**src/rtl/bsh_pkg.sv**
```systemverilog
package bsh_pkg;
  localparam int OP_W = 3;
  typedef enum logic [OP_W-1:0] {
    OP_ROR = 3'd0,
    OP_ROL = 3'd1,
    OP_SHR = 3'd2,
    OP_SHL = 3'd3,
    OP_WIN = 3'd4
  } bsh_op_e;
endpackage

```
**src/rtl/bsh_amt_select.sv**
```systemverilog
// Chooses the amount source and produces one-hot select lines plus legality.
module bsh_amt_select #(
  parameter int WIDTH = 8,
  parameter int AMT_W = $clog2(WIDTH)
) (
  input  logic [AMT_W-1:0] amt_bin,
  input  logic [WIDTH-1:0] amt_hot,
  input  logic             hot_sel,
  output logic [WIDTH-1:0] sel,
  output logic             hot_bad,
  output logic             win_ok
);
  localparam int HALF = WIDTH / 2;

  logic [WIDTH-1:0] bin_hot;
  logic [HALF-1:0]  low_hit;

  for (genvar k = 0; k < WIDTH; k++) begin : g_dec
    assign bin_hot[k] = (amt_bin == AMT_W'(k));
  end

  assign sel = hot_sel ? amt_hot : bin_hot;

  // Exactly one bit set: nonzero and clearing the lowest set bit leaves zero.
  assign hot_bad = hot_sel &&
                   ((amt_hot == '0) || ((amt_hot & (amt_hot - 1'b1)) != '0));

  for (genvar k = 0; k < HALF; k++) begin : g_low
    assign low_hit[k] = sel[k];
  end
  assign win_ok = |low_hit;
endmodule

```
**src/rtl/bsh_line_map.sv**
```systemverilog
// Maps a left amount k onto right-rotate line (WIDTH-k) mod WIDTH.
module bsh_line_map #(
  parameter int WIDTH = 8
) (
  input  logic [WIDTH-1:0] sel,
  input  logic             go_left,
  output logic [WIDTH-1:0] lines
);
  logic [WIDTH-1:0] left_lines;

  for (genvar j = 0; j < WIDTH; j++) begin : g_map
    assign left_lines[j] = sel[(WIDTH - j) % WIDTH];
  end

  assign lines = go_left ? left_lines : sel;
endmodule

```
**src/rtl/bsh_ror_xbar.sv**
```systemverilog
// Right-rotate crossbar: output i connects to input (i+k) mod WIDTH on line k.
module bsh_ror_xbar #(
  parameter int WIDTH = 8
) (
  input  logic [WIDTH-1:0] data,
  input  logic [WIDTH-1:0] lines,
  output logic [WIDTH-1:0] rot
);
  for (genvar i = 0; i < WIDTH; i++) begin : g_out
    logic [WIDTH-1:0] tap;
    for (genvar k = 0; k < WIDTH; k++) begin : g_tap
      assign tap[k] = data[(i + k) % WIDTH];
    end
    assign rot[i] = |(tap & lines);
  end
endmodule

```
**src/rtl/bsh_keep_mask.sv**
```systemverilog
// Per-bit keep mask that clears wrapped positions for shifts and the high half for windows.
module bsh_keep_mask #(
  parameter int WIDTH = 8
) (
  input  logic [WIDTH-1:0]        sel,
  input  bsh_pkg::bsh_op_e        op,
  output logic [WIDTH-1:0]        keep
);
  import bsh_pkg::*;
  localparam int HALF = WIDTH / 2;

  logic [WIDTH-1:0] keep_shr;
  logic [WIDTH-1:0] keep_shl;
  logic [WIDTH-1:0] keep_win;

  for (genvar i = 0; i < WIDTH; i++) begin : g_bit
    logic [WIDTH-1:0] shr_ok;
    logic [WIDTH-1:0] shl_ok;
    for (genvar k = 0; k < WIDTH; k++) begin : g_amt
      assign shr_ok[k] = (i + k < WIDTH) ? sel[k] : 1'b0;
      assign shl_ok[k] = (i >= k)        ? sel[k] : 1'b0;
    end
    assign keep_shr[i] = |shr_ok;
    assign keep_shl[i] = |shl_ok;
    assign keep_win[i] = (i < HALF);
  end

  always_comb begin
    unique case (op)
      OP_SHR:  keep = keep_shr;
      OP_SHL:  keep = keep_shl;
      OP_WIN:  keep = keep_win;
      default: keep = '1;
    endcase
  end
endmodule

```
**src/rtl/bsh_rotate_unit.sv**
```systemverilog
module bsh_rotate_unit #(
  parameter int WIDTH = 8,
  parameter int AMT_W = $clog2(WIDTH)
) (
  input  logic                    clk,
  input  logic                    rst_n,
  input  logic                    in_valid,
  output logic                    in_ready,
  input  logic [WIDTH-1:0]        in_data,
  input  logic [bsh_pkg::OP_W-1:0] in_op,
  input  logic [AMT_W-1:0]        in_amt,
  input  logic [WIDTH-1:0]        in_hot,
  input  logic                    in_hot_sel,
  output logic                    out_valid,
  input  logic                    out_ready,
  output logic [WIDTH-1:0]        out_data,
  output logic                    out_bad
);
  import bsh_pkg::*;

  logic [WIDTH-1:0] sel;
  logic [WIDTH-1:0] lines;
  logic [WIDTH-1:0] rot;
  logic [WIDTH-1:0] keep;
  logic             hot_bad;
  logic             win_ok;
  logic             op_bad;
  logic             any_bad;
  bsh_op_e          op;
  logic [WIDTH-1:0] nxt_data;
  logic             take;

  assign op_bad = (in_op > OP_W'(OP_WIN));
  assign op     = op_bad ? OP_ROR : bsh_op_e'(in_op);

  bsh_amt_select #(.WIDTH(WIDTH), .AMT_W(AMT_W)) u_amt (
    .amt_bin (in_amt),
    .amt_hot (in_hot),
    .hot_sel (in_hot_sel),
    .sel     (sel),
    .hot_bad (hot_bad),
    .win_ok  (win_ok)
  );

  bsh_line_map #(.WIDTH(WIDTH)) u_map (
    .sel     (sel),
    .go_left ((op == OP_ROL) || (op == OP_SHL)),
    .lines   (lines)
  );

  bsh_ror_xbar #(.WIDTH(WIDTH)) u_xbar (
    .data  (in_data),
    .lines (lines),
    .rot   (rot)
  );

  bsh_keep_mask #(.WIDTH(WIDTH)) u_mask (
    .sel  (sel),
    .op   (op),
    .keep (keep)
  );

  assign any_bad  = op_bad || hot_bad || ((op == OP_WIN) && !win_ok);
  assign nxt_data = any_bad ? '0 : (rot & keep);

  assign in_ready = !out_valid || out_ready;
  assign take     = in_valid && in_ready;

  always_ff @(posedge clk) begin
    if (!rst_n) begin
      out_valid <= 1'b0;
      out_data  <= '0;
      out_bad   <= 1'b0;
    end else if (take) begin
      out_valid <= 1'b1;
      out_data  <= nxt_data;
      out_bad   <= any_bad;
    end else if (out_ready) begin
      out_valid <= 1'b0;
    end
  end
endmodule

```
**config.mk**
```make
export PLATFORM = sky130hd
export DESIGN_NAME = bsh_rotate_unit
export DESIGN_NICKNAME = d
export VERILOG_FILES = /design/src/rtl/bsh_pkg.sv /design/src/rtl/bsh_amt_select.sv /design/src/rtl/bsh_line_map.sv /design/src/rtl/bsh_ror_xbar.sv /design/src/rtl/bsh_keep_mask.sv /design/src/rtl/bsh_rotate_unit.sv
export SDC_FILE = /design/constraint.sdc
export NUM_CORES = 1
export LEC_CHECK = 0
export ABC_CLOCK_PERIOD_IN_PS = 4900
export BUFFER_PORTS_ARGS = -buffer_cell sky130_fd_sc_hd__buf_4
export CAP_MARGIN = 20
export CORE_MARGIN = 3
export CORE_UTILIZATION = 58
export CTS_BUF_LIST = sky130_fd_sc_hd__clkbuf_2 sky130_fd_sc_hd__clkbuf_4 sky130_fd_sc_hd__clkbuf_8
export DETAILED_ROUTE_END_ITERATION = 8
export HOLD_SLACK_MARGIN = 0.12
export PLACE_DENSITY = 0.88
export SLEW_MARGIN = 15
export SYNTH_ARGS = -nofsm -noshare
export SYNTH_HDL_FRONTEND = slang
export SYNTH_SLANG_ARGS = --single-unit
```
**constraint.sdc**
```tcl
create_clock -name clk -period 4.9 [get_ports clk]
set_input_delay 0.49 -clock clk [delete_from_list [all_inputs] [get_ports clk]]
set_output_delay 0.49 -clock clk [all_outputs]
set_load 0.02 [all_outputs]
```
==> results of run 1 <==
-- report_power, final --
part	internal (mW)	total, mW	switching [mW]
clock	0.0453	0.0780	0.0327
sequential	0.0848	0.0871	0.00227
combinational	0.0551	0.128	0.0732
-- synthesized netlist by cell type, types with 3 or more instances --
cell type / n / share of area
a21oi_1: 6 / 0.024
a221oi_1: 3 / 0.021
a222oi_1: 14 / 0.11
a22o_1: 4 / 0.027
a22oi_1: 12 / 0.071
a32oi_1: 4 / 0.027
buf_1: 6 / 0.018
clkbuf_1: 3 / 0.0088
dfxtp_1: 10 / 0.16
inv_1: 5 / 0.015
mux2i_1: 6 / 0.047
nand2_1: 11 / 0.032
nor2_1: 7 / 0.021
nor2b_1: 6 / 0.029
o21ai_0: 6 / 0.024
-- routing by layer --
| layer | vias up | GRT usage | part of all wire |
|---|---|---|---|
| li1 | 682 | - | - |
| met1 | 673 | 0.407 | 0.41 |
| met2 | 95 | 0.465 | 0.44 |
| met3 | 14 | 0.0648 | 0.12 |
| met4 | 0 | 0.119 | 0.028 |
| met5 | - | 0 | 0 |
-- kinds of logic after synthesis --
logic type               count (synthesis)  share of synthesized area
buffers and inverters                   20                     0.0962
adder cells (fa/ha/maj)                  1                    0.00883
multiplexers                             6                     0.0471
AO/OA/AOI/OAI                           71                      0.486
flip-flops                              10                      0.157
AND/OR/NAND/NOR                         42                      0.198
XOR/XNOR                                 1                    0.00687
-- critical path: stages --
cell      delay [ns]
buf_4           0.22
nor2_1          0.14
a32oi_1         0.40
mux2i_1         0.36
a222oi_1        0.42
nand3_1         0.13
a22o_1          0.19
-- metrics by stage --
stage          instances  total power [mW]
2_1_floorplan        151             0.175
3_3_place_gp         200             0.211
3_5_place_dp         200             0.214
4_1_cts              204             0.291
5_1_grt              204             0.308
6_report             204             0.293
-- how the worst max path moves through the flow --
stage / end / slack, ns / cells past startpoint
CTS: out_data[7] / 2.76 / 5
global placement: out_data[7] / 2.52 / 6
detailed placement: out_data[7] / 2.50 / 6
floorplan: out_data[7] / 2.88 / 5
global route: out_data[5] / 2.55 / 5
finish: out_data[0] / 2.72 / 7
-- cell type report --
cell class | instances | area, sq um
Sequential cell | 10 | 200
Clock buffer | 4 | 36.3
Multi-Input combinational cell | 121 | 952
Timing Repair Buffer | 37 | 278
Inverter | 5 | 18.8
Tap cell | 27 | 33.8
Fill cell | 163 | 503
-- registers in the layout, summed over array words and instances, names as in the netlist --
signal	count
out_data	8
out_bad	1
out_valid	1
==> flow_summary.json, run 1 <==
{
  "hold_path_class": "reg -> reg",
  "tightest_slew_ns": 1.05,
  "mostFrequentLayoutCells": "buf_4, a222oi_1, a22oi_1",
  "path_class": "in -> reg",
  "initial_utilization": 0.631,
  "crit_arrival_ns": 2.36,
  "clock-skew-final_ns": 0.00177,
  "cts-buffers-inserted": 3,
  "min_to": "out_bad",
  "finalSetupViolations": 0,
  "grt_pass1_vias": 1325,
  "async_flop_share": 0,
  "ys_seq_area_frac": 0.157,
  "holdBufCountCts": 0,
  "grt_pass1_wl_mm": 6.29,
  "synth-edff-count": 0,
  "holdWs_ns": 0.465,
  "cts_sinks": 10,
  "core_area_sq_um": 2020,
  "drc": 0,
  "drive_above_1_share": 0.333,
  "postRouteAntennaNets": 0,
  "min_path_cells": 2,
  "cts_root_buf": "clkbuf_4",
  "slew_headroom": 0.302,
  "post_dp_cell_area_sq_um": 1480,
  "rsz0062_at_grt": "false",
  "p_leak_nw": 0.610,
  "critPathLaunch": "in_hot_sel",
  "io_buffers": 37,
  "avgSynthCellArea_sq_um": 8.44,
  "diodes": 0,
  "vias": 1464,
  "r2r_setup_slack_ns": 2.72,
  "tns_ns": 0,
  "grt_antenna_before_repair": 0,
  "gr-total-overflow": 0,
  "htreeDepth": 1,
  "synthesis.nets": 178,
  "gr-usage-all-layers": 0.303,
  "fp.dieH_um": 52.9,
  "drv_cap": 0,
  "ctsResizeCount": 0,
  "grt_max_degree": 22,
  "min-delay-start": "out_bad",
  "crit-reg2reg-capture": "out_data[7]",
  "avgViaCountPerCell": 7.18,
  "fp.dieW_um": 52.9,
  "reg2reg_depth": 5,
  "utilization": 0.751,
  "drt_pre_antenna_iters": 6,
  "dieArea_sq_um": 2800,
  "layout_setup_ws_ns": 2.72,
  "cp_data_required_time_ns": 5.07,
  "status": "complete, no violations",
  "cts_tree": "yes",
  "r2r_start": "out_valid",
  "layout_commonest_cell": "buf_4",
  "post-cts-setup-buffers": 0,
  "fmax_mhz": 458,
  "gp_congestion": 0.930,
  "fin_crit_sh": 0.445,
  "place_ws_ns": 2.50,
  "worst-path-max-fanout": 21,
  "fin_crit_ns": 2.18,
  "num_io_pins": 38,
  "ir_drop_mv": 0.180,
  "power_density_nw_per_um2": 193,
  "yosys_warnings": 0,
  "startpoint_type": "primary input",
  "wl_per_cell_um": 19.0,
  "dp_hpwl_mm": 2.84,
  "hold_violations": 0,
  "synth-seq-cells": 10,
  "clock_path_buffers": 2,
  "clock_latency_ns": 0.28,
  "final_nets": 205,
  "maxSlewViolCount": 0,
  "clk_pin_slew_worst_paths_ns": 0.07,
  "cp-end-kind": "register",
  "finalWirelength_mm": 3.89,
  "synth_cells": 151,
  "ys.flop_type": "dfxtp_1",
  "syn_area_sq_um": 1270,
  "stdcell_area_sq_um": 1520,
  "rows": 16,
  "drtIter0Drc": 91,
  "synthToLayoutAreaGrowth_pct": 19.1,
  "synthDistinctLibCells": 53
}
No activity file was read; power rests on OpenSTA's default activity.
==> run 2, diff against run 1 <==
ABC_CLOCK_PERIOD_IN_PS = 2009   (was 4900)
CORE_UTILIZATION = 53   (was 58)
PLACE_DENSITY = 0.82   (was 0.88)
clock period = 2.01 ns   (was 4.9 ns; I/O delays follow)
==> flow_summary.json, run 2 (synthesis gave the netlist of run 1 again) <==
{
  "status": "complete, no violations",
  "hold_path_class": "in -> reg",
  "holdBufCountCts": 0,
  "min_path_cells": 3,
  "stdcell_area_sq_um": 1610,
  "post-cts-setup-buffers": 0,
  "regMostFlops": "out_data",
  "p_leak_nw": 0.669,
  "fin_crit_ns": 1.67,
  "core_area_sq_um": 2250,
  "grt_pass1_vias": 1312,
  "diodes": 0,
  "clkPwrFrac": 0.265,
  "cts_root_buf": "clkbuf_4",
  "worst-path-max-fanout": 15,
  "ctsResizeCount": 0,
  "rows": 17,
  "io_buffers": 37,
  "final_nets": 217,
  "cts_sinks": 10,
  "fillers": 191,
  "synthToLayoutAreaGrowth_pct": 26.3,
  "drive_above_1_share": 0.376,
  "drv_cap": 0,
  "layout_setup_ws_ns": 0.336,
  "grt_max_degree": 16,
  "num_io_pins": 38,
  "p_int_uw": 472,
  "drt_pre_antenna_iters": 6,
  "vias": 1496,
  "avgViaCountPerCell": 6.89,
  "tightest_slew_ns": 0.669,
  "power_density_nw_per_um2": 464,
  "maxSlewViolCount": 0,
  "grt_antenna_before_repair": 0,
  "final_cell_count_no_fill": 217,
  "largest_reg_flops": 8,
  "cts-buffers-inserted": 3,
  "clock_latency_ns": 0.29,
  "finalSetupViolations": 0,
  "fmax_mhz": 597,
  "p_sw_uw": 276,
  "startpoint_type": "primary input",
  "min-delay-start": "in_valid",
  "rsz0062_at_grt": "false",
  "finalWirelength_mm": 3.90,
  "tns_ns": 0,
  "hold_violations": 0,
  "path_class": "in -> reg",
  "dieArea_sq_um": 3030,
  "cp_data_required_time_ns": 2.23,
  "fin_crit_sh": 0.833,
  "dp_cells": 213,
  "top_regs": "out_data x8, out_bad x1, out_valid x1",
  "crit_arrival_ns": 1.89,
  "grt_pass1_wl_mm": 6.06,
  "dp_hpwl_mm": 2.92,
  "drtIter0Drc": 170,
  "postRouteAntennaNets": 0,
  "p_comb_frac": 0.451,
  "layout_commonest_cell": "buf_4",
  "r2r_start": "out_valid",
  "post_dp_cell_area_sq_um": 1570,
  "reg2reg_depth": 6,
  "gp_congestion": 0.958,
  "wl_per_cell_um": 18.0,
  "fp.dieH_um": 55.0,
  "cp-end-kind": "register",
  "gr-usage-all-layers": 0.280,
  "power_frac_seq": 0.284,
  "clk_pin_slew_worst_paths_ns": 0.07,
  "clock_path_buffers": 2,
  "initial_utilization": 0.565,
  "ir_drop_mv": 0.434,
  "cts_tree": "yes",
  "htreeDepth": 1,
  "drc": 0,
  "swShare": 0.369,
  "place_ws_ns": 0.0407,
  "critPathLaunch": "in_hot_sel",
  "gr-total-overflow": 0,
  "clock-skew-final_ns": 0.00760,
  "slew_headroom": 0.541,
  "fp.dieW_um": 55.0,
  "mostFrequentLayoutCells": "buf_4, a222oi_1, a22oi_1"
}
run 2: final cells by class:
class                      instances  area (sq um)  area share
tap                               28          35.0      0.0218
inverter                           5          18.8      0.0117
sequential                        10           200       0.124
multi-input combinational        121           952       0.591
timing repair buffer              49           368       0.228
clock buffer                       4          36.3      0.0225
run 2: power groups by stage:
stage / Clock (mW) / Combinational, mW / Sequential (mW)
6_report: 0.198 / 0.337 / 0.212
2_1_floorplan: 0 / 0.199 / 0.227
3_3_place_gp: 0 / 0.322 / 0.217
3_5_place_dp: 0 / 0.329 / 0.217
5_1_grt: 0.218 / 0.366 / 0.214
4_1_cts: 0.201 / 0.331 / 0.212
run 2: metrics by stage:
stage,utilization,hold WS [ns],total power [mW]
detailed placement,0.698,0.460,0.546
CTS,0.714,0.165,0.744
floorplan,-,0.329,0.426
global route,0.714,0.163,0.797
finish,0.714,0.174,0.748
global placement,0.698,0.450,0.539
run 2: path summary, 6_finish.rpt:
path	endpoint	slack, ns
max	out_data[7]	0.34
min reg2reg	out_bad	0.47
min	out_valid	0.17
max reg2reg	out_data[7]	0.39
run 2: critical path, cell delays in order:
cell	delay, ns
buf_4	0.11
buf_4	0.17
o41ai_1	0.32
a31oi_1	0.12
a211oi_4	0.33
nand3_4	0.16
a311o_1	0.30
a22oi_2	0.17
run 2: routing by layer:
metal	track usage	up-vias	wire, um
met1	0.371	680	1580
met3	0.0590	13	384
li1	-	708	-
met4	0.0769	0	56
met2	0.455	95	1880
met5	0	-	0
